<file path="src/rtl/i2s_slot_halver_pkg.sv">
`timescale 1ns/1ps
package i2s_slot_halver_pkg;

    // Input side: waiting for a first slot, storing bits, discarding the tail
    typedef enum logic [1:0] {
        CAP_WAIT = 2'd0,
        CAP_FILL = 2'd1,
        CAP_DROP = 2'd2
    } cap_state_t;

    // Output side: quiet before the first slot, then alternating clock halves
    typedef enum logic [1:0] {
        EMIT_IDLE = 2'd0,
        EMIT_LOW  = 2'd1,
        EMIT_HIGH = 2'd2
    } emit_state_t;

endpackage

</file>
<file path="src/rtl/i2s_slot_halver_sync.sv">
`timescale 1ns/1ps
module i2s_slot_halver_sync #(
    parameter int WIDTH  = 3,
    parameter int STAGES = 2
) (
    input  logic             clk,
    input  logic             rst_n,
    input  logic [WIDTH-1:0] d,
    output logic [WIDTH-1:0] q
);

    logic [WIDTH-1:0] stage_q [STAGES];

    for (genvar s = 0; s < STAGES; s++) begin : g_stage
        if (s == 0) begin : g_first
            always_ff @(posedge clk) begin
                if (!rst_n) stage_q[0] <= '0;
                else        stage_q[0] <= d;
            end
        end else begin : g_next
            always_ff @(posedge clk) begin
                if (!rst_n) stage_q[s] <= '0;
                else        stage_q[s] <= stage_q[s-1];
            end
        end
    end

    assign q = stage_q[STAGES-1];

endmodule

</file>
<file path="src/rtl/i2s_slot_halver_capture.sv">
`timescale 1ns/1ps
module i2s_slot_halver_capture
    import i2s_slot_halver_pkg::*;
#(
    parameter int KEEP = 31
) (
    input  logic            clk,
    input  logic            rst_n,
    input  logic            bclk_s,
    input  logic            ws_s,
    input  logic            sd_s,
    output logic            slot_start,
    output logic            slot_ws,
    output logic [KEEP-1:0] held
);

    localparam int IDX_W = $clog2(KEEP);

    cap_state_t       state, nxt_state;
    logic             bclk_d;
    logic             ws_ref;
    logic             ref_ok;
    logic [IDX_W-1:0] idx;
    logic             rise;
    logic             last_slot_bit;

    assign rise          = bclk_s & ~bclk_d;
    assign slot_start    = rise & ref_ok & (ws_s ^ ws_ref);
    assign slot_ws       = ws_s;
    assign last_slot_bit = (idx == IDX_W'(KEEP - 1));

    // State register
    always_ff @(posedge clk) begin
        if (!rst_n) state <= CAP_WAIT;
        else        state <= nxt_state;
    end

    // Transitions: a word-select edge always reopens FILL
    always_comb begin
        nxt_state = state;
        unique case (state)
            CAP_WAIT: if (slot_start) nxt_state = CAP_FILL;
            CAP_FILL: begin
                if (slot_start)                 nxt_state = CAP_FILL;
                else if (rise && last_slot_bit) nxt_state = CAP_DROP;
            end
            CAP_DROP: if (slot_start) nxt_state = CAP_FILL;
            default:  nxt_state = CAP_WAIT;
        endcase
    end

    // Edge reference, write index and holding buffer
    always_ff @(posedge clk) begin
        if (!rst_n) begin
            bclk_d <= 1'b0;
            ws_ref <= 1'b0;
            ref_ok <= 1'b0;
            idx    <= '0;
            held   <= '0;
        end else begin
            bclk_d <= bclk_s;
            if (rise) begin
                ws_ref <= ws_s;
                ref_ok <= 1'b1;
            end
            if (slot_start) begin
                held <= '0;
                idx  <= '0;
            end else if (rise && state == CAP_FILL) begin
                held[idx] <= sd_s;
                idx       <= idx + 1'b1;
            end
        end
    end

endmodule

</file>
<file path="src/rtl/i2s_slot_halver_emit.sv">
`timescale 1ns/1ps
module i2s_slot_halver_emit
    import i2s_slot_halver_pkg::*;
#(
    parameter int SLOT_OUT = 32,
    parameter int OUT_DIV  = 4,
    parameter int KEEP     = 31
) (
    input  logic            clk,
    input  logic            rst_n,
    input  logic            slot_start,
    input  logic            slot_ws,
    input  logic [KEEP-1:0] held,
    output logic            bclk_out,
    output logic            ws_out,
    output logic            sd_out
);

    localparam int BIT_W = $clog2(SLOT_OUT + 1);
    localparam int PH_W  = $clog2(OUT_DIV);
    localparam int HALF  = OUT_DIV / 2;
    localparam int IDX_W = $clog2(KEEP);

    emit_state_t      state, nxt_state;
    logic [PH_W-1:0]  ph, nxt_ph;
    logic [BIT_W-1:0] pos, nxt_pos;
    logic             launch;
    logic [BIT_W-1:0] rd;
    logic             pick;

    // State register and counters
    always_ff @(posedge clk) begin
        if (!rst_n) begin
            state <= EMIT_IDLE;
            ph    <= '0;
            pos   <= '0;
        end else begin
            state <= nxt_state;
            ph    <= nxt_ph;
            pos   <= nxt_pos;
        end
    end

    always_comb begin
        nxt_state = state;
        nxt_ph    = ph;
        nxt_pos   = pos;
        launch    = 1'b0;
        if (slot_start) begin
            nxt_state = EMIT_LOW;
            nxt_ph    = '0;
            nxt_pos   = '0;
            launch    = 1'b1;
        end else begin
            unique case (state)
                EMIT_IDLE: nxt_state = EMIT_IDLE;
                EMIT_LOW: begin
                    nxt_ph = ph + 1'b1;
                    if (ph == PH_W'(HALF - 1)) nxt_state = EMIT_HIGH;
                end
                EMIT_HIGH: begin
                    nxt_ph = ph + 1'b1;
                    if (ph == PH_W'(OUT_DIV - 1)) begin
                        nxt_state = EMIT_LOW;
                        nxt_ph    = '0;
                        launch    = 1'b1;
                        if (pos != BIT_W'(SLOT_OUT)) nxt_pos = pos + 1'b1;
                    end
                end
                default: nxt_state = EMIT_IDLE;
            endcase
        end
    end

    // Data bit for the position being launched
    always_comb begin
        rd   = nxt_pos - 1'b1;
        pick = 1'b0;
        if (nxt_pos != '0 && nxt_pos <= BIT_W'(KEEP))
            pick = held[rd[IDX_W-1:0]];
    end

    // Registered outputs
    always_ff @(posedge clk) begin
        if (!rst_n) begin
            bclk_out <= 1'b0;
            ws_out   <= 1'b0;
            sd_out   <= 1'b0;
        end else begin
            bclk_out <= (nxt_state == EMIT_HIGH);
            if (slot_start) ws_out <= slot_ws;
            if (launch)     sd_out <= pick;
        end
    end

endmodule

</file>
<file path="src/rtl/i2s_slot_halver.sv">
`timescale 1ns/1ps
module i2s_slot_halver #(
    parameter int SLOT_IN     = 64,
    parameter int OUT_DIV     = 4,
    parameter int SYNC_STAGES = 2
) (
    input  logic mclk,
    input  logic rst_n,
    input  logic bclk_in,
    input  logic ws_in,
    input  logic sd_in,
    output logic bclk_out,
    output logic ws_out,
    output logic sd_out
);

    localparam int SLOT_OUT = SLOT_IN / 2;
    localparam int KEEP     = SLOT_OUT - 1;

    logic [2:0]      raw_bus, sync_bus;
    logic            slot_start;
    logic            slot_ws;
    logic [KEEP-1:0] held;

    assign raw_bus = {bclk_in, ws_in, sd_in};

    i2s_slot_halver_sync #(
        .WIDTH  (3),
        .STAGES (SYNC_STAGES)
    ) u_sync (
        .clk   (mclk),
        .rst_n (rst_n),
        .d     (raw_bus),
        .q     (sync_bus)
    );

    i2s_slot_halver_capture #(
        .KEEP (KEEP)
    ) u_capture (
        .clk        (mclk),
        .rst_n      (rst_n),
        .bclk_s     (sync_bus[2]),
        .ws_s       (sync_bus[1]),
        .sd_s       (sync_bus[0]),
        .slot_start (slot_start),
        .slot_ws    (slot_ws),
        .held       (held)
    );

    i2s_slot_halver_emit #(
        .SLOT_OUT (SLOT_OUT),
        .OUT_DIV  (OUT_DIV),
        .KEEP     (KEEP)
    ) u_emit (
        .clk        (mclk),
        .rst_n      (rst_n),
        .slot_start (slot_start),
        .slot_ws    (slot_ws),
        .held       (held),
        .bclk_out   (bclk_out),
        .ws_out     (ws_out),
        .sd_out     (sd_out)
    );

endmodule

</file>
<file path="config.mk">
export PLATFORM = sky130hd
export DESIGN_NAME = i2s_slot_halver
export DESIGN_NICKNAME = d
export VERILOG_FILES = /design/src/rtl/i2s_slot_halver_pkg.sv /design/src/rtl/i2s_slot_halver_sync.sv /design/src/rtl/i2s_slot_halver_capture.sv /design/src/rtl/i2s_slot_halver_emit.sv /design/src/rtl/i2s_slot_halver.sv
export SDC_FILE = /design/constraint.sdc
export NUM_CORES = 1
export LEC_CHECK = 0
export BUFFER_PORTS_ARGS = -buffer_cell sky130_fd_sc_hd__buf_2
export CAP_MARGIN = 15
export CORE_ASPECT_RATIO = 0.6
export CORE_MARGIN = 2
export CORE_UTILIZATION = 40
export DETAILED_ROUTE_END_ITERATION = 8
export GPL_TIMING_DRIVEN = 1
export PLACE_DENSITY = 0.65
export SLEW_MARGIN = 5
export SYNTH_ARGS = -nofsm -noshare
export SYNTH_HDL_FRONTEND = slang
export SYNTH_HIERARCHICAL = 1
export SYNTH_SLANG_ARGS = --single-unit
</file>
<file path="constraint.sdc">
create_clock -name mclk -period 7.7 [get_ports mclk]
set_input_delay 0.77 -clock mclk [delete_from_list [all_inputs] [get_ports mclk]]
set_output_delay 0.77 -clock mclk [all_outputs]
set_load 0.05 [all_outputs]
</file>
* After elaboration in Yosys (flattened, before gate mapping)
Memories as Yosys holds them, arrays and structs flattened. Index checks and enable logic that the tools add are counted.
Storage, ports and cells: output and inout bits 3, memory bits (writable) 6, logic and storage cells 77, input port bits 5, register bits after elaboration 54, memories 1
Memories:
- u_sync.stage_q | words 2, width 3, read ports 2, clocked after Yosys merged registers in 0, write ports 2, RTL line i2s_slot_halver_sync.sv:12 | logic [WIDTH-1:0] stage_q [STAGES];
Operators by class: reductions and logical operators 10, equal/unequal tests 11, bitwise operators 8, $lt $le $gt $ge 4, $add $sub $neg 4, multiplexer cells 27
Operators with widths (count):
- bitwise mux 31 bit | 1
- 2-to-1 mux 6 bit | 4
- 2-to-1 mux 2 bit | 7
- < comparator 5 x 6 -> 1 bit (second input constant) | 2
- case mux 2 bit (2 select lines) | 3
- equality test 2 bit (second input constant) | 4
- 2-to-1 mux 1 bit | 8
- adder 6 x 1 -> 6 bit (second input constant) | 1
- equality test 2 x 1 -> 1 bit (second input constant) | 3
- <= comparator 6 x 5 -> 1 bit (second input constant) | 1
- 2-to-1 mux 3 bit | 2
- inequality test 6 bit (second input constant) | 1
- nonzero test 6 bit | 1
- adder 5 x 1 -> 5 bit (second input constant) | 1
- binary-select mux 1 bit (select 5 bit) | 1
- demux 1 bit (select 5 bit) | 1
- equality test 5 bit (second input constant) | 1
- greater-or-equal comparator 5 x 1 -> 1 bit (second input constant) | 1
- subtractor 5 x 1 -> 5 bit (second input constant) | 1
- logical AND 1 bit | 4
- OR reduction 2 bit | 2
- AND 1 bit | 3
- inequality test 3 x 2 -> 1 bit (second input constant) | 1
- adder 2 x 1 -> 2 bit (second input constant) | 1
- 7 further kinds | 9

* Logic depth before layout (Yosys ltp)
Gate-level depths: netlist of run 1.
depth after elaboration 9, gate-level depth with buffers 16, mapped depth without buffers 13

* Hierarchy
Netlist of run 1, hierarchy kept.
By module, submodules not included:
- i2s_slot_halver_capture | sequential area each 820.8 µm², area an instance 2132.0 µm², times used 1, cells each 226
- i2s_slot_halver_emit | sequential area each 260.2 µm², area an instance 1149.9 µm², times used 1, cells each 123
- i2s_slot_halver_sync | sequential area each 120.1 µm², area an instance 157.7 µm², times used 1, cells each 12

* Least setup slack after synthesis of run 1
Ideal clock, no wire load.
kind register to register, start memory u_sync.stage_q[1][2], end register u_emit.sd_out, stages on the path, launching flop included 15, library setup time 0.126 ns, setup slack 4.588 ns, period minus slack after synthesis 3.112 ns, path buffers 3, arrival 2.986 ns, cell sequence dfxtp_1 buf_2 nor2b_2 and3_1 nor4bb_1 mux2i_1 nand2_2 buf_6 inv_1 ha_1 buf_1 mux4_1 nor2b_1 a2111oi_2 o31ai_1
RTL lines:
- start, declared | RTL line i2s_slot_halver_sync.sv:12
- end signal, assigned | RTL line i2s_slot_halver_emit.sv:92 | if (launch) sd_out <= pick;
- end, declared | RTL line i2s_slot_halver_emit.sv:16 | output logic sd_out

==> results of run 1 <==
[where the power goes]
part	internal (W)	switching, W
clock	0.000308	0.000141
sequential	0.000313	0.00000399
combinational	0.00000435	0.00000891
total	0.000625	0.000154
[registers in the layout, indices dropped and copies added, names as in the netlist, 2 cells and up]
signal           count
u_capture/held      31
u_capture/idx        5
u_capture/state      2
u_emit/ph            2
u_emit/pos           6
u_emit/state         2
u_sync/stage_q       6
[logic make-up (layout without fill, tap and decap cells)]
kind of cell,after synthesis,count (layout)
compound gates,95,95
xor+xnor,3,3
fa+ha+maj,11,11
buf+inv,37,39
flops,60,60
mux,17,17
simple gates,138,138
[worst paths after layout]
check / to / slack, ns / cells past startpoint
hold reg to reg: u_sync/stage_q[1][0] / 0.43 / 1
setup / recovery: u_emit/sd_out / 3.74 / 11
hold / removal: u_sync/stage_q[1][0] / 0.43 / 1
setup reg to reg: u_emit/sd_out / 3.74 / 11
[layer usage]
layer / vias to the layer above / GRT usage
met4: 0 / 0.0556
met3: 11 / 0.0711
met2: 77 / 0.268
met5: - / 0
li1: 1350 / -
met1: 1348 / 0.297
[final cells by class]
cell class,count,area share
timing repair buffer,8,0.0111
tap,112,0.0367
clock inverter,4,0.0183
clock buffer,12,0.0698
sequential,60,0.315
multi-input combinational,264,0.535
inverter,15,0.0147
[placed cells by master (no fill, tap or decap), types with 11 or more instances in the layout]
| master | instances |
|---|---|
| a21oi_1 | 13 |
| a21oi_2 | 29 |
| and2_1 | 18 |
| dfxtp_1 | 60 |
| ha_1 | 11 |
| inv_1 | 15 |
| nand3_1 | 29 |
| nand4_1 | 13 |
| nor2_1 | 12 |
| o21ai_0 | 24 |
| o21ai_1 | 11 |
[through the flow]
step | utilization | worst slack (ns) | instance area, sq um | instances | power, W
after detailed placement | 0.413 | 3.82 | 3480 | 459 | 0.000336
after global routing | 0.453 | 3.34 | 3820 | 475 | 0.000805
after CTS | 0.453 | 3.75 | 3820 | 475 | 0.000786
after floorplan | - | 4.59 | 3440 | 361 | 0.000334
after global placement | 0.413 | 4.00 | 3480 | 459 | 0.000336
final | 0.453 | 3.74 | 3820 | 475 | 0.000779
[cells in the mapped netlist, drive strengths merged]
master | n | area [sq um]
a2111oi | 1 | 15.0
a21o | 2 | 15.0
a21oi | 42 | 319
a2bb2oi | 2 | 17.5
a31o | 3 | 26.3
a31oi | 3 | 18.8
a41oi | 1 | 8.76
and2 | 19 | 119
and3 | 2 | 12.5
and4 | 1 | 8.76
and4b | 4 | 40.0
and4bb | 7 | 91.3
buf | 14 | 110
clkbuf | 8 | 30.0
dfxtp | 60 | 1200
ha | 11 | 138
inv | 15 | 56.3
mux2 | 3 | 33.8
mux2i | 7 | 70.1
mux4 | 7 | 169
nand2 | 10 | 40.0
nand2b | 1 | 6.26
nand3 | 29 | 145
nand3b | 1 | 7.51
nand4 | 13 | 81.3
nand4b | 8 | 70.1
nand4bb | 8 | 90.1
nor2 | 13 | 51.3
nor2b | 9 | 58.8
nor3 | 1 | 5.00
nor3b | 1 | 7.51
nor4 | 1 | 6.26
nor4b | 2 | 38.8
nor4bb | 2 | 20.0
o211a | 1 | 10.0
o21ai | 35 | 175
o221ai | 1 | 8.76
o31ai | 2 | 15.0
o32ai | 2 | 25.0
or3 | 3 | 18.8
or3b | 1 | 8.76
or4b | 2 | 23.8
xnor2 | 1 | 8.76
xor2 | 2 | 17.5
[worst reg2reg max path, stage by stage, from the launching register on]
cell and delay (ns):
dfxtp_1 0.69, nor2b_2 0.37, and3_1 0.60, nand4b_1 0.24
a2bb2oi_1 0.24, nand2_2 0.23, inv_1 0.18, ha_1 0.35
mux4_1 0.33, nor2b_1 0.15, a2111oi_2 0.37, o31ai_1 0.11
==> results.tsv, run 1 <==
stage	metric	value	unit
status	outcome	finished clean	
synth	Post-Synth Simple-Gate Area	0.276	
clock_network	CTS Buffer Depth	2	
timing	RSZ-0062 raised after global routing	no	
detailed_routing	1st-pass router iterations	4	
timing	fin crit share	0.514	
synth	Compound-Gate Fraction of Synth Area	0.190	
timing	total negative setup slack	0	ns
global_route	initial antenna violation count	0	
timing	final max-slew violation count	0	
timing	final period demand of the worst path	3.96	ns
global_route	gr usage total	0.200	
worst_setup_path	Setup CP Type	flop to flop	
hold_path	worst hold path type	flop to flop	
worst_setup_path	top cell family by delay on the critical path	simple AND/OR/NAND/NOR gates	
synth	Post-Synth Adder-Cell Area	0.0400	
global_route	vias in the first global route	2646	
worst_setup_path	Setup crit start kind	flop	
timing	setup violators final	0	
floorplanning	CORE AREA	0.00843	sq mm
detailed_routing	Post-Route WL	8.51	mm
clock_network	H-tree levels	3	
place	I/O Buffers	7	
timing	FMAX	0.252	GHz
floorplanning	die width	124	um
cells_and_area	n_diodes	0	
detailed_routing	Antenna Nets Post-Route	0	
power_and_ir_drop	leak pwr	1.26	nW
floorplanning	die area	0.00938	sq mm
detailed_routing	via count	2786	
synth	largest family of logic cells by synthesized area	simple AND/OR/NAND/NOR gates	
worst_setup_path	Crit-path slowest cell	dfxtp_1	
worst_setup_path	CP Capture Type	flop	
synth	Netlist Area Pre-Place	0.00344	sq mm
cells_and_area	layout cells sized above 1	0.215	
worst_setup_path	Setup crit start	u_sync/stage_q[1][2]	
detailed_routing	met2 wire len	3.40	mm
timing	Fin Hold WS	0.428	ns
worst_setup_path	FF-to-FF Start	u_sync/stage_q[1][2]	
synth	synthesized instance count	361	
power_and_ir_drop	Power per Cell Area	204	mW/mm^2
synth	post-synthesis register bit count	60	
timing	Hold Fails Final Rpt	0	
cells_and_area	fill count	792	
clock_network	Clk Tree Root Cell	clkbuf_16	
detailed_routing	DRC violations left	0	
synth	Unique masters post-synth	60	
floorplanning	# IOs	8	
clock_network	post_cts resized	0	
clock_network	clock-pin slew on the worst setup and hold paths	0.05	ns
cells_and_area	Area Growth Syn to Fin	11.0	%
worst_setup_path	Worst Path Max Fanout	20	
timing	skew final	0.00675	ns
synth	post-synthesis mux area share	0.0793	
floorplanning	starting density of the core	0.408	
floorplanning	die height	75.8	um
synth	synthesized area per cell	9.53	sq um
floorplanning	row cnt	26	
global_route	largest net degree at the start of global routing	38	
synth	register area share after synthesis	0.349	
cells_and_area	Register Area	0.00120	sq mm
clock_network	TritonCTS buffer count	9	
power_and_ir_drop	maximum vdd drop	119	uV
detailed_routing	wire length on met3	513	um
place	DP HPWL	5.90	mm
synth	post-synthesis net count	377	
clock_network	# hold bufs at CTS	0	
clock_network	clk_lat worst skew	0.33	ns
worst_setup_path	critical path arrival	4.17	ns
synth	xor/xnor share of the synthesized area	0.00764	
detailed_routing	post-DR wirelength/cell	17.9	um
clock_network	TritonCTS clock tree	done	
timing	Worst slew margin	0.312	
synth	Synthesis Warnings	6	
detailed_routing	Met1 Wirelength	4.50	mm
cells_and_area	nets	374	
worst_setup_path	CP required	7.91	ns
worst_setup_path	crit path buf inv count	1	
hold_path	Hold Crit Start	u_sync/stage_q[0][0]	
worst_setup_path	crit path cell chain	nor2b_2 -> and3_1 -> nand4b_1 -> a2bb2oi_1 -> nand2_2 -> inv_1 -> ha_1 -> mux4_1 -> nor2b_1 -> a2111oi_2 -> o31ai_1	
cells_and_area	multi-input logic area	0.00204	sq mm
worst_setup_path	max incr delay on CP	0.69	ns
clock_network	CTS sink cnt	60	
detailed_routing	top sig layer	met4	
global_route	global-route wire length before repair	14.1	mm
clock_network	setup repair bufs after CTS	0	
flow_run	maxcap violations	0	
detailed_routing	vias per cell	5.87	
detailed_routing	1st-iter DRT viols	215	
place	GP Congestion	0.848	
global_route	GRT Residual Overflow	0	
timing	Slew @ Worst Pin	1.03	ns
Note: power is estimated with default switching activity, not from simulation.
==> run 2, diff against run 1 <==
==> constraint.sdc (replaced) <==
create_clock -name mclk -period 3.7 [get_ports mclk]
set_input_delay 0.37 -clock mclk [delete_from_list [all_inputs] [get_ports mclk]]
set_output_delay 0.37 -clock mclk [all_outputs]
set_load 0.05 [all_outputs]
==> results.tsv, run 2 (synthesis gave the netlist of run 1 again) <==
stage	metric	value	unit
place	placed instance area	0.00350	sq mm
worst_setup_path	CP required	3.91	ns
timing	Slew @ Worst Pin	1.19	ns
clock_network	TritonCTS clock tree	done	
worst_setup_path	WP depth	11	
floorplanning	row cnt	26	
clock_network	clk_lat worst skew	0.33	ns
power_and_ir_drop	maximum vdd drop	204	uV
cells_and_area	most frequent cells in the layout	dfxtp_1 (60), nand3_1 (29), a21oi_2 (29), o21ai_0 (24), and2_1 (18)	
place	Setup WS pre-CTS	0.456	ns
detailed_routing	vias per cell	6.02	
global_route	vias in the first global route	2665	
worst_setup_path	Setup crit start	u_sync/stage_q[1][2]	
cells_and_area	nets	376	
clock_network	# hold bufs at CTS	0	
worst_setup_path	max incr delay on CP	0.39	ns
floorplanning	CORE AREA	0.00843	sq mm
detailed_routing	1st-pass router iterations	5	
timing	Hold Fails Final Rpt	0	
timing	fin crit share	0.887	
global_route	initial antenna violation count	0	
timing	final period demand of the worst path	3.28	ns
place	DP HPWL	5.89	mm
cells_and_area	n_diodes	0	
detailed_routing	Post-Route WL	8.46	mm
clock_network	clock-pin slew on the worst setup and hold paths	0.05	ns
detailed_routing	Antenna Nets Post-Route	0	
worst_setup_path	Setup crit start kind	flop	
worst_setup_path	CP Capture Type	flop	
cells_and_area	layout cells sized above 1	0.212	
cells_and_area	commonest non-fill, non-tap cell in the layout	dfxtp_1	
status	outcome	finished clean	
cells_and_area	max FFs per register	31	
timing	FMAX	0.305	GHz
power_and_ir_drop	Power per Cell Area	405	mW/mm^2
floorplanning	starting density of the core	0.408	
timing	skew final	0.00393	ns
global_route	GRT Residual Overflow	0	
floorplanning	die width	124	um
timing	total negative setup slack	0	ns
detailed_routing	via count	2867	
clock_network	Clk Tree Root Cell	clkbuf_16	
clock_network	CTS Buffer Depth	2	
timing	slack of the critical path	0.418	ns
clock_network	CTS sink cnt	60	
cells_and_area	Final Cell Area	0.00380	sq mm
clock_network	post_cts resized	0	
floorplanning	# IOs	8	
global_route	gr usage total	0.202	
cells_and_area	top flop regs	u_capture/held x31, u_emit/pos x6, u_sync/stage_q x6	
power_and_ir_drop	Tot Pwr	0.00154	W
worst_setup_path	Crit-path slowest cell	and3_1	
detailed_routing	1st-iter DRT viols	325	
worst_setup_path	FF-to-FF Start	u_sync/stage_q[1][2]	
floorplanning	die area	0.00938	sq mm
worst_setup_path	crit path buf inv count	1	
worst_setup_path	r2r endpoint	u_emit/sd_out	
cells_and_area	largest register by flop count	u_capture/held	
timing	Worst slew margin	0.203	
floorplanning	die height	75.8	um
clock_network	TritonCTS buffer count	9	
worst_setup_path	Worst R2R Path Depth	11	
hold_path	worst hold path type	primary input to flop	
global_route	largest net degree at the start of global routing	38	
worst_setup_path	critical path arrival	3.49	ns
power_and_ir_drop	leak pwr	1.25	nW
detailed_routing	DRC violations left	0	
worst_setup_path	top cell family by delay on the critical path	simple AND/OR/NAND/NOR gates	
timing	setup violators final	0	
worst_setup_path	Setup CP Type	flop to flop	
worst_setup_path	flop-to-flop setup slack	0.42	ns
place	GP Congestion	0.832	
clock_network	H-tree levels	3	
timing	RSZ-0062 raised after global routing	no	
timing	final max-slew violation count	0	
place	I/O Buffers	7	
worst_setup_path	Worst Path Max Fanout	11	
worst_setup_path	end point of the critical path	u_emit/sd_out	
detailed_routing	post-DR wirelength/cell	17.8	um
worst_setup_path	crit path cell chain	nor2b_2 -> and3_1 -> nand4b_1 -> a2bb2oi_1 -> nand2_2 -> inv_1 -> ha_1 -> mux4_1 -> nor2b_1 -> a2111oi_2 -> o31ai_1	
cells_and_area	Area Growth Syn to Fin	10.5	%
cells_and_area	fill count	780	
flow_run	maxcap violations	0	
global_route	global-route wire length before repair	14.1	mm
clock_network	setup repair bufs after CTS	0	
run 2: cell types whose count changed in the layout (fill, tap and decap cells not counted):
cell       change
buf_4          +2
bufinv_16      -1
clkbuf_1       +2
clkinv_2       -2
run 2: report_power, final:
group	switching (W)	total, W	internal (W)	leakage (nW)
logic	0.0000220	0.0000313	0.00000932	0.621
registers	0.00000541	0.000657	0.000651	0.485
clock network	0.000279	0.000852	0.000572	0.149
total	0.000307	0.00154	0.00123	1.25
run 2: worst min-delay path by stage:
stage	slack (ns)	depth (start not counted)	start	end
after global placement	0.42	1	u_sync/stage_q[0][0]	u_sync/stage_q[1][0]
after global routing	0.26	2	ws_in	u_sync/stage_q[0][1]
after floorplan	0.41	1	u_sync/stage_q[0][1]	u_sync/stage_q[1][1]
after CTS	0.23	2	sd_in	u_sync/stage_q[0][0]
final	0.24	2	sd_in	u_sync/stage_q[0][0]
after detailed placement	0.42	1	u_sync/stage_q[0][0]	u_sync/stage_q[1][0]
run 2: layout make-up:
cell class | count | area (sq um) | area share
Timing Repair Buffer | 10 | 57.6 | 0.0151
Inverter | 15 | 56.3 | 0.0148
Clock inverter | 1 | 30.0 | 0.00790
Multi-Input combinational cell | 264 | 2040 | 0.537
Sequential cell | 60 | 1200 | 0.316
Clock buffer | 14 | 274 | 0.0721
Tap cell | 112 | 140 | 0.0369
run 2: stage by stage:
step,util,hold slack [ns],std cells
2_1_floorplan,-,0.406,361
4_1_cts,0.451,0.233,476
5_1_grt,0.451,0.256,476
6_report,0.451,0.243,476
3_5_place_dp,0.415,0.420,461
3_3_place_gp,0.415,0.418,461
run 2: per-layer routing:
layer / part of all wire / routed length, um / GRT usage / vias up
li1: - / - / - / 1352
met1: 0.52 / 4370 / 0.288 / 1421
met2: 0.41 / 3490 / 0.285 / 84
met3: 0.058 / 490 / 0.0711 / 10
met4: 0.013 / 110 / 0.0581 / 0
met5: 0 / 0 / 0 / -
run 2: worst reg2reg max path, stage by stage, from the launching register on:
cell and delay [ns]:
dfxtp_1 0.32, nor2b_2 0.26, and3_1 0.39, nand4b_1 0.21
a2bb2oi_1 0.26, nand2_2 0.24, inv_1 0.17, ha_1 0.35
mux4_1 0.35, nor2b_1 0.16, a2111oi_2 0.35, o31ai_1 0.11
